## config.mk

```make
export PLATFORM = sky130hd
export DESIGN_NAME = tag_store_unit
export DESIGN_NICKNAME = d
export VERILOG_FILES = /design/src/rtl/tsu_pkg.sv /design/src/rtl/tsu_addr_decode.sv /design/src/rtl/tsu_nibble_merge.sv /design/src/rtl/tag_store_unit.sv
export SDC_FILE = /design/constraint.sdc
export NUM_CORES = 1
export LEC_CHECK = 0
export BUFFER_PORTS_ARGS = -buffer_cell sky130_fd_sc_hd__clkbuf_2
export CAP_MARGIN = 20
export CORE_MARGIN = 4
export CORE_UTILIZATION = 55
export DETAILED_ROUTE_END_ITERATION = 7
export PLACE_DENSITY = 0.87
export SLEW_MARGIN = 40
export SYNTH_ARGS = -nofsm -noshare
export SYNTH_HDL_FRONTEND = slang
export SYNTH_HIERARCHICAL = 1
export SYNTH_SLANG_ARGS = --single-unit
```

## constraint.sdc

```tcl
create_clock -name clk -period 5.77 [get_ports clk]
set_input_delay 0 -clock clk [delete_from_list [all_inputs] [get_ports clk]]
set_output_delay 0 -clock clk [all_outputs]
set_load 0.05 [all_outputs]
```

## src/rtl/tsu_pkg.sv

```systemverilog
package tsu_pkg;
    typedef enum logic [1:0] {
        OP_LOAD  = 2'd0,
        OP_STORE = 2'd1,
        OP_PAIR  = 2'd2,
        OP_LOADX = 2'd3
    } op_e;

    typedef enum logic [1:0] {
        FLT_NONE  = 2'd0,
        FLT_ALIGN = 2'd1,
        FLT_PAGE  = 2'd2
    } fault_e;

    typedef enum logic [2:0] {
        S_IDLE,
        S_CHK_A,
        S_CHK_B,
        S_RD,
        S_RMW,
        S_FULL,
        S_RESP
    } state_e;
endpackage

```

## src/rtl/tsu_addr_decode.sv

```systemverilog
module tsu_addr_decode #(
    parameter int AW        = 64,
    parameter int MEM_AW    = 8,
    parameter int GRAN_LOG2 = 4,
    parameter int PAGE_LOG2 = 12,
    localparam int VPN_W    = AW - PAGE_LOG2
) (
    input  logic [AW-1:0]     addr,
    input  logic              second,
    output logic [MEM_AW-1:0] mem_idx,
    output logic              hi_nib,
    output logic              misalign,
    output logic              odd_gran,
    output logic              cross_page,
    output logic [VPN_W-1:0]  vpn
);
    // Two granules share one byte, so the index drops one more bit than the granule.
    assign mem_idx    = addr[GRAN_LOG2+1 +: MEM_AW] + {{(MEM_AW-1){1'b0}}, second};
    // The second byte of an odd paired store always takes its low nibble.
    assign hi_nib     = second ? 1'b0 : addr[GRAN_LOG2];
    assign misalign   = |addr[GRAN_LOG2-1:0];
    assign odd_gran   = addr[GRAN_LOG2];
    assign cross_page = &addr[PAGE_LOG2-1:GRAN_LOG2];
    assign vpn        = addr[AW-1:PAGE_LOG2];
endmodule

```

## src/rtl/tsu_nibble_merge.sv

```systemverilog
module tsu_nibble_merge #(
    parameter int TAG_W = 4
) (
    input  logic [2*TAG_W-1:0] old_byte,
    input  logic [TAG_W-1:0]   tag,
    input  logic               hi,
    output logic [2*TAG_W-1:0] new_byte,
    output logic [TAG_W-1:0]   sel_tag
);
    assign new_byte = hi ? {tag, old_byte[TAG_W-1:0]} : {old_byte[2*TAG_W-1:TAG_W], tag};
    assign sel_tag  = hi ? old_byte[2*TAG_W-1:TAG_W] : old_byte[TAG_W-1:0];
endmodule

```

## src/rtl/tag_store_unit.sv

```systemverilog
module tag_store_unit
    import tsu_pkg::*;
#(
    parameter int AW        = 64,
    parameter int DW        = 64,
    parameter int MEM_AW    = 8,
    parameter int GRAN_LOG2 = 4,
    parameter int PAGE_LOG2 = 12,
    parameter int TAG_LSB   = 56,
    localparam int TAG_W    = 4,
    localparam int VPN_W    = AW - PAGE_LOG2
) (
    input  logic              clk,
    input  logic              rst_n,
    input  logic              req_valid,
    output logic              req_ready,
    input  logic [1:0]        req_op,
    input  logic [AW-1:0]     req_addr,
    input  logic [DW-1:0]     req_data,
    output logic              rsp_valid,
    output logic [DW-1:0]     rsp_data,
    output logic [1:0]        rsp_fault,
    output logic [VPN_W-1:0]  xl_vpn,
    input  logic              xl_fault,
    input  logic              xl_tagged,
    output logic              mem_en,
    output logic              mem_we,
    output logic [MEM_AW-1:0] mem_addr,
    output logic [7:0]        mem_wdata,
    input  logic [7:0]        mem_rdata
);
    typedef struct packed {
        state_e          st;
        op_e             op;
        logic [AW-1:0]   addr;
        logic [DW-1:0]   data;
        logic            tag_a;
        logic            tag_b;
        logic            second;
        fault_e          fault;
    } regs_t;

    regs_t r_q, r_d;

    logic [MEM_AW-1:0] idx;
    logic              hi_nib, misalign, odd_gran, cross_page;
    logic [VPN_W-1:0]  vpn;
    logic [7:0]        merged;
    logic [TAG_W-1:0]  rd_tag;
    logic [TAG_W-1:0]  st_tag;
    logic              is_load;

    tsu_addr_decode #(
        .AW(AW), .MEM_AW(MEM_AW), .GRAN_LOG2(GRAN_LOG2), .PAGE_LOG2(PAGE_LOG2)
    ) dec_i (
        .addr(r_q.addr), .second(r_q.second), .mem_idx(idx), .hi_nib(hi_nib),
        .misalign(misalign), .odd_gran(odd_gran), .cross_page(cross_page), .vpn(vpn)
    );

    assign st_tag  = r_q.data[TAG_LSB +: TAG_W];
    assign is_load = (r_q.op == OP_LOAD) || (r_q.op == OP_LOADX);

    tsu_nibble_merge #(.TAG_W(TAG_W)) mrg_i (
        .old_byte(mem_rdata), .tag(st_tag), .hi(hi_nib),
        .new_byte(merged), .sel_tag(rd_tag)
    );

    logic ta_n, tb_n;
    state_e go_st;
    logic   go_second;

    always_comb begin
        r_d       = r_q;
        mem_en    = 1'b0;
        mem_we    = 1'b0;
        mem_addr  = idx;
        mem_wdata = 8'h00;
        xl_vpn    = (r_q.st == S_CHK_B) ? vpn + VPN_W'(1) : vpn;

        // Check outcome for each granule, then where the sequence goes next.
        ta_n = (r_q.st == S_CHK_B) ? r_q.tag_a : xl_tagged;
        tb_n = xl_tagged;
        go_second = 1'b0;
        if (r_q.op == OP_PAIR && !odd_gran) begin
            go_st = ta_n ? S_FULL : S_RESP;
        end else if (r_q.op == OP_PAIR) begin
            go_st     = (ta_n || tb_n) ? S_RD : S_RESP;
            go_second = !ta_n;
        end else begin
            go_st = ta_n ? S_RD : S_RESP;
        end

        case (r_q.st)
            S_IDLE: begin
                if (req_valid) begin
                    r_d.op     = op_e'(req_op);
                    r_d.addr   = req_addr;
                    r_d.data   = req_data;
                    if (req_op == OP_LOAD || req_op == OP_LOADX)
                        r_d.data[TAG_LSB +: TAG_W] = '0;
                    r_d.second = 1'b0;
                    r_d.fault  = FLT_NONE;
                    r_d.st     = S_CHK_A;
                end
            end
            S_CHK_A: begin
                if (!is_load && misalign) begin
                    r_d.fault = FLT_ALIGN;
                    r_d.st    = S_RESP;
                end else if (xl_fault) begin
                    r_d.fault = FLT_PAGE;
                    r_d.st    = S_RESP;
                end else begin
                    r_d.tag_a = ta_n;
                    r_d.tag_b = tb_n;
                    if (r_q.op == OP_PAIR && odd_gran && cross_page) begin
                        r_d.st = S_CHK_B;
                    end else begin
                        r_d.st     = go_st;
                        r_d.second = go_second;
                    end
                end
            end
            S_CHK_B: begin
                if (xl_fault) begin
                    r_d.fault = FLT_PAGE;
                    r_d.st    = S_RESP;
                end else begin
                    r_d.tag_b  = tb_n;
                    r_d.st     = go_st;
                    r_d.second = go_second;
                end
            end
            S_RD: begin
                mem_en = 1'b1;
                r_d.st = S_RMW;
            end
            S_RMW: begin
                if (is_load) begin
                    r_d.data[TAG_LSB +: TAG_W] = rd_tag;
                    r_d.st = S_RESP;
                end else begin
                    mem_en    = 1'b1;
                    mem_we    = 1'b1;
                    mem_wdata = merged;
                    if (r_q.op == OP_PAIR && odd_gran && !r_q.second && r_q.tag_b) begin
                        r_d.second = 1'b1;
                        r_d.st     = S_RD;
                    end else begin
                        r_d.st = S_RESP;
                    end
                end
            end
            S_FULL: begin
                mem_en    = 1'b1;
                mem_we    = 1'b1;
                mem_wdata = {st_tag, st_tag};
                r_d.st    = S_RESP;
            end
            S_RESP: r_d.st = S_IDLE;
            default: r_d.st = S_IDLE;
        endcase
    end

    always_ff @(posedge clk or negedge rst_n) begin
        if (!rst_n) begin
            r_q <= '{st: S_IDLE, op: OP_LOAD, fault: FLT_NONE, default: '0};
        end else begin
            r_q <= r_d;
        end
    end

    assign req_ready = (r_q.st == S_IDLE);
    assign rsp_valid = (r_q.st == S_RESP);
    assign rsp_data  = r_q.data;
    assign rsp_fault = r_q.fault;
endmodule

```

==> Word-level counts from Yosys, hierarchy flattened <==
Index checks and enable logic that the tools add are counted.
{ "op_classes": {"addsub": 2, "mul": 0, "n_div": 0, "order_cmp": 0, "n_eq_ne": 17, "shift": 0, "mux": 40, "bitwise_logic": 2, "n_reduce_logical": 29} }
{ "op_table": {"columns": ["operator", "n"], "rows": [
  ["133-bit 2-to-1 mux", 1],
  ["52-bit by 1-bit adder with 52-bit output, second input constant", 1],
  ["52-bit 2-to-1 mux", 1],
  ["3-bit 2-to-1 mux", 11],
  ["3-bit one-hot mux with 6 select lines", 1],
  ["8-bit 2-to-1 mux", 2],
  ["2-bit != test, second input constant", 8],
  ["8-bit one-hot mux with 2 select lines", 1],
  ["8-bit AND reduction", 2],
  ["2-bit 2-to-1 mux", 6],
  ["4-bit 2-to-1 mux", 3],
  ["3-bit equality test, second input constant", 3],
  ["8-bit by 1-bit adder with 8-bit output", 1],
  ["1-bit 2-to-1 mux", 8],
  ["4-bit one-hot mux with 2 select lines", 1],
  ["2-bit equality test, second input constant", 3],
  ["3-bit by 2-bit equality test with 1-bit output, second input constant", 2],
  ["1-bit logical AND", 6],
  ["1-bit one-hot mux with 2 select lines", 3],
  ["2-bit one-hot mux with 3 select lines", 1],
  ["3-bit AND reduction", 2],
  ["1-bit logical NOT", 4],
  ["2-bit logical NOT", 2],
  ["1-bit one-hot mux with 4 select lines", 1],
  ["11 further kinds", 16]
]} }
{ "word_totals": {"regBits": 138, "latchBits": 0, "ramBits": 0, "romBits": 0, "in_bits": 143, "output_inout_bits": 138, "word_cells": 99, "mem_count": 0} }

==> Longest topological paths before layout <==
{ "logic_depth": {"ltp_word": 10, "depth_mapped": 9, "mapped_depth_nobuf": 7} }

==> By module <==
The synthesis kept the hierarchy.
{ "modules_own_cells": {"columns": ["mod", "n_inst", "cells_each", "area_per_inst_um2", "seq_area_each_um2"], "rows": [
  ["tag_store_unit", 1, 614, 7119.3, 3453.3],
  ["tsu_addr_decode", 1, 73, 544.3, 0.0],
  ["tsu_nibble_merge", 1, 13, 183.9, 0.0]
]} }

==> Worst setup path before layout <==
No wires, ideal clock.
{ "synth_timing": {"path_type": "register -> register", "start": "register r_q[135] in the netlist's numbering", "end": "register r_q[100] in the netlist's numbering", "setup_time_ns": 0.125, "t_arrival_ns": 2.847, "t_required_ns": 5.645, "slack_ns": 2.798, "path_stages_with_launch": 8, "n_path_buf": 4, "synth_period_minus_slack_ns": 2.972, "path_cell_list": "dfrtp_1 > buf_4 > nor3_1 > and2_1 > clkbuf_1 > clkbuf_1 > buf_2 > mux2_2"} }
{ "synth_between": {"elab_chain_cells": 2} }
{ "synth_lines": {"columns": ["element", "line_no", "rtl"], "rows": [
  ["from (decl)", "tag_store_unit.sv:43", "regs_t r_q, r_d;"],
  ["from (signal assigned)", "tag_store_unit.sv:169", "r_q <= r_d;"],
  ["3-bit logical NOT", null, null],
  ["named net req_ready", "tag_store_unit.sv:16", "output logic req_ready,"],
  ["2-bit AND reduction (no source line)", null, null]
]} }
The timed path passes the listed nets, and every way through them passes these cells.
A chain may end at the register's enable or synchronous reset.

==> Final worst setup path <==
{ "layout_timing": {"start": "register r_q[135] in the netlist's numbering", "end": "output port xl_vpn[43]"} }
{ "layout_between": {"elab_chain_cells": 2} }
{ "layout_lines": {"columns": ["element", "line_no", "rtl"], "rows": [
  ["3-bit by 2-bit equality test with 1-bit output", "tag_store_unit.sv:78", "xl_vpn = (r_q.st == S_CHK_B) ? vpn + VPN_W'(1) : vpn;"],
  ["52-bit 2-to-1 mux", "tag_store_unit.sv:78", null],
  ["to (decl)", "tag_store_unit.sv:23", "output logic [VPN_W-1:0] xl_vpn,"]
]} }
No other way between the ends.

==> metrics.csv <==
metric,value,unit
status,completed,
Routed WL,22150,um
Die Span Y,127.5,um
TritonCTS clock tree,built,
fmax,303.0,MHz
post-synth cell types,50,
# DRC,0,
routability cong.,0.8467,
DR WL/cell,18.64,um
core area,13930,um^2
FF-to-FF path depth,4,
first-pass GRT wire length,35120,um
YS warnings,6,
H-tree depth,4,
initial DRC count,435,
Max VDD drop,510.1,uV
Crit Path Max Fanout,18,
total gr overflow,0,
dpl hpwl,13670,um
static leakage,0.004865,uW
crit path kind,reg -> out,
crit start category,flip-flop,
hold path depth,4,
Vias per Instance,5.391,
Relative slew margins,52.83,%
Crit. End Element,primary output,
Post-synth EDFFs,0,
initial antenna violation count,2,
Sink Count,138,
Final Total Pwr,6987,uW
setup violators final,0,
Setup Buffers After CTS,0,
Worst R2R Setup Slack,3.09,ns
Final Cycle Share,57.20,%
synthesized area per cell,11.21,um^2
DRT Pass-1 Iters,6,
# nets final,1141,
die area,16240,um^2
Area growth syn-to-layout,32.99,%
setup TNS,0,ns
# IOs,281,
vias in the first global route,6865,
PD cells,669.5,nW/um^2
share of cells above drive strength 1,46.32,%
Post-Syn Instances,700,
most frequent cells in the layout,"279 x clkbuf_2, 138 x dfrtp_1, 133 x dlygate4sd3_1",
endpoints failing hold,0,
Slew Limit Fails,0,
antenna-violating nets left,0,
Synth Register Bits,138,
"leading cell type in the layout, fill and taps excluded",clkbuf_2,
Initial Util,56.32,%
Setup Skew,0.01142,ns
Die W,127.5,um
routed vias,6405,
min cycle time layout,3.300,ns
RSZ-0062 raised after global routing,false,
IO buf count,280,
Hold Path Class,in -> reg,
Post-Syn Area,7848,um^2
Max Cap Viol,0,
latest clock arrival within the worst-skew pair,0.41,ns
CTS buffer count,17,
Tot GR Track Use,27.35,%
critical path arrival,3.30,ns
CTS root buf,clkbuf_16,
Rows,43,
top_reg_cell synth,dfrtp_1,
Post-Syn Nets,847,
Max Root-Sink Buffers,2,
ys async rst share,100.0,%
worst slew pin tran,0.7022,ns
post-synthesis sequential area ratio,44.01,%
CP required,5.77,ns
largest net degree at the start of global routing,72,
clock-pin slew on the worst setup and hold paths,0.06,ns
## Yosys cell counts, types with 2 or more instances
cell | count | share of area, %
buf_1 | 4 | 0.19
a22oi_1 | 4 | 0.38
nand3_1 | 18 | 1.1
xnor2_1 | 31 | 3.5
a31oi_1 | 2 | 0.16
and2_1 | 3 | 0.24
mux2_4 | 10 | 1.9
nand2b_1 | 2 | 0.16
and4_1 | 5 | 0.56
nor3_1 | 11 | 0.70
dfrtp_1 | 138 | 44
and3_1 | 9 | 0.72
ha_1 | 4 | 0.64
buf_6 | 2 | 0.29
buf_2 | 9 | 0.57
o21ai_0 | 7 | 0.45
xor2_1 | 29 | 3.2
nor2_1 | 25 | 1.2
inv_1 | 10 | 0.48
or3_1 | 2 | 0.16
mux2_2 | 131 | 19
nand2_1 | 46 | 2.2
o22ai_1 | 2 | 0.16
nand4_1 | 20 | 1.6
clkbuf_1 | 7 | 0.33
a21oi_1 | 16 | 1.0
nor2b_1 | 5 | 0.40
nor4_1 | 7 | 0.56
buf_4 | 120 | 11
## cells by family after synthesis
family / synth area share (%)
fa+ha+maj: 0.6378
xor+xnor: 6.696
simple gates: 11.42
mux: 20.84
flops: 44.01
buf+inv: 13.34
compound gates: 3.061
## repair_timing
item | 4_1_cts | 5_1_grt
hold buffers | 133 | 0
resized for setup | 0 | 0
hold endpoints to repair | 201 | 0
## registers in the layout (all words and copies together), names as in the netlist
name	count
r_q	72
rsp_data	64
rsp_fault	2
## routing by layer
layer / up-vias / track usage (%) / wire [um]
met1: 3102 / 30.98 / 8352
li1: 2910 / - / -
met3: 73 / 6.773 / 1518
met2: 320 / 48.13 / 11430
met4: 0 / 13.25 / 840
met5: - / 0 / 0
## worst paths after layout
check	from	to
min in group asynchronous	rst_n	r_q[95]$_DFFE_PN0P_
max	r_q[135]$_DFFE_PN0P_	xl_vpn[43]
max reg2reg	r_q[135]$_DFFE_PN0P_	r_q[129]$_DFFE_PN0P_
min	mem_rdata[1]	rsp_data[57]$_DFFE_PN0P_
min reg2reg	rsp_fault[0]$_DFFE_PN0P_	rsp_fault[0]$_DFFE_PN0P_
max in group asynchronous	rst_n	rsp_data[50]$_DFFE_PN0P_
## layout make-up
cell class,count,area [um^2]
fill,855,3498
timing repair buffer,417,2785
multi-input combinational,410,3354
tap,180,225.2
clock inverter,13,146.4
antenna,2,5.005
inverter,10,37.54
sequential,138,3453
clock buffer,18,429.2
## power by group
part           internal, uW  switching, uW  total (uW)
logic                  1220           2720        3940
registers              1460            516        1980
clock network           637            432        1070
## per-stage QoR
step                instance area, um^2  setup WS, ns  cells  util, %  hold slack [ns]
floorplan                          7848         2.798    700        -          -0.2956
global placement                   8496         2.806   1021    60.97          0.02931
detailed placement                 8524         3.002   1022    61.17          0.03367
CTS                               10430         2.551   1186    74.86          0.03332
global route                      10440         2.323   1188    74.89           0.1011
finish                            10440         2.470   1188    74.89          0.05630
## critical path, stage by stage, from the launching register on
cell and delay (ns):
dfrtp_1 0.60, nand4bb_4 0.35, or4_4 0.60, nor3_1 0.56
nand4_1 0.23, xnor2_1 0.23, clkbuf_2 0.31
No activity file was read; power rests on OpenSTA's default activity.
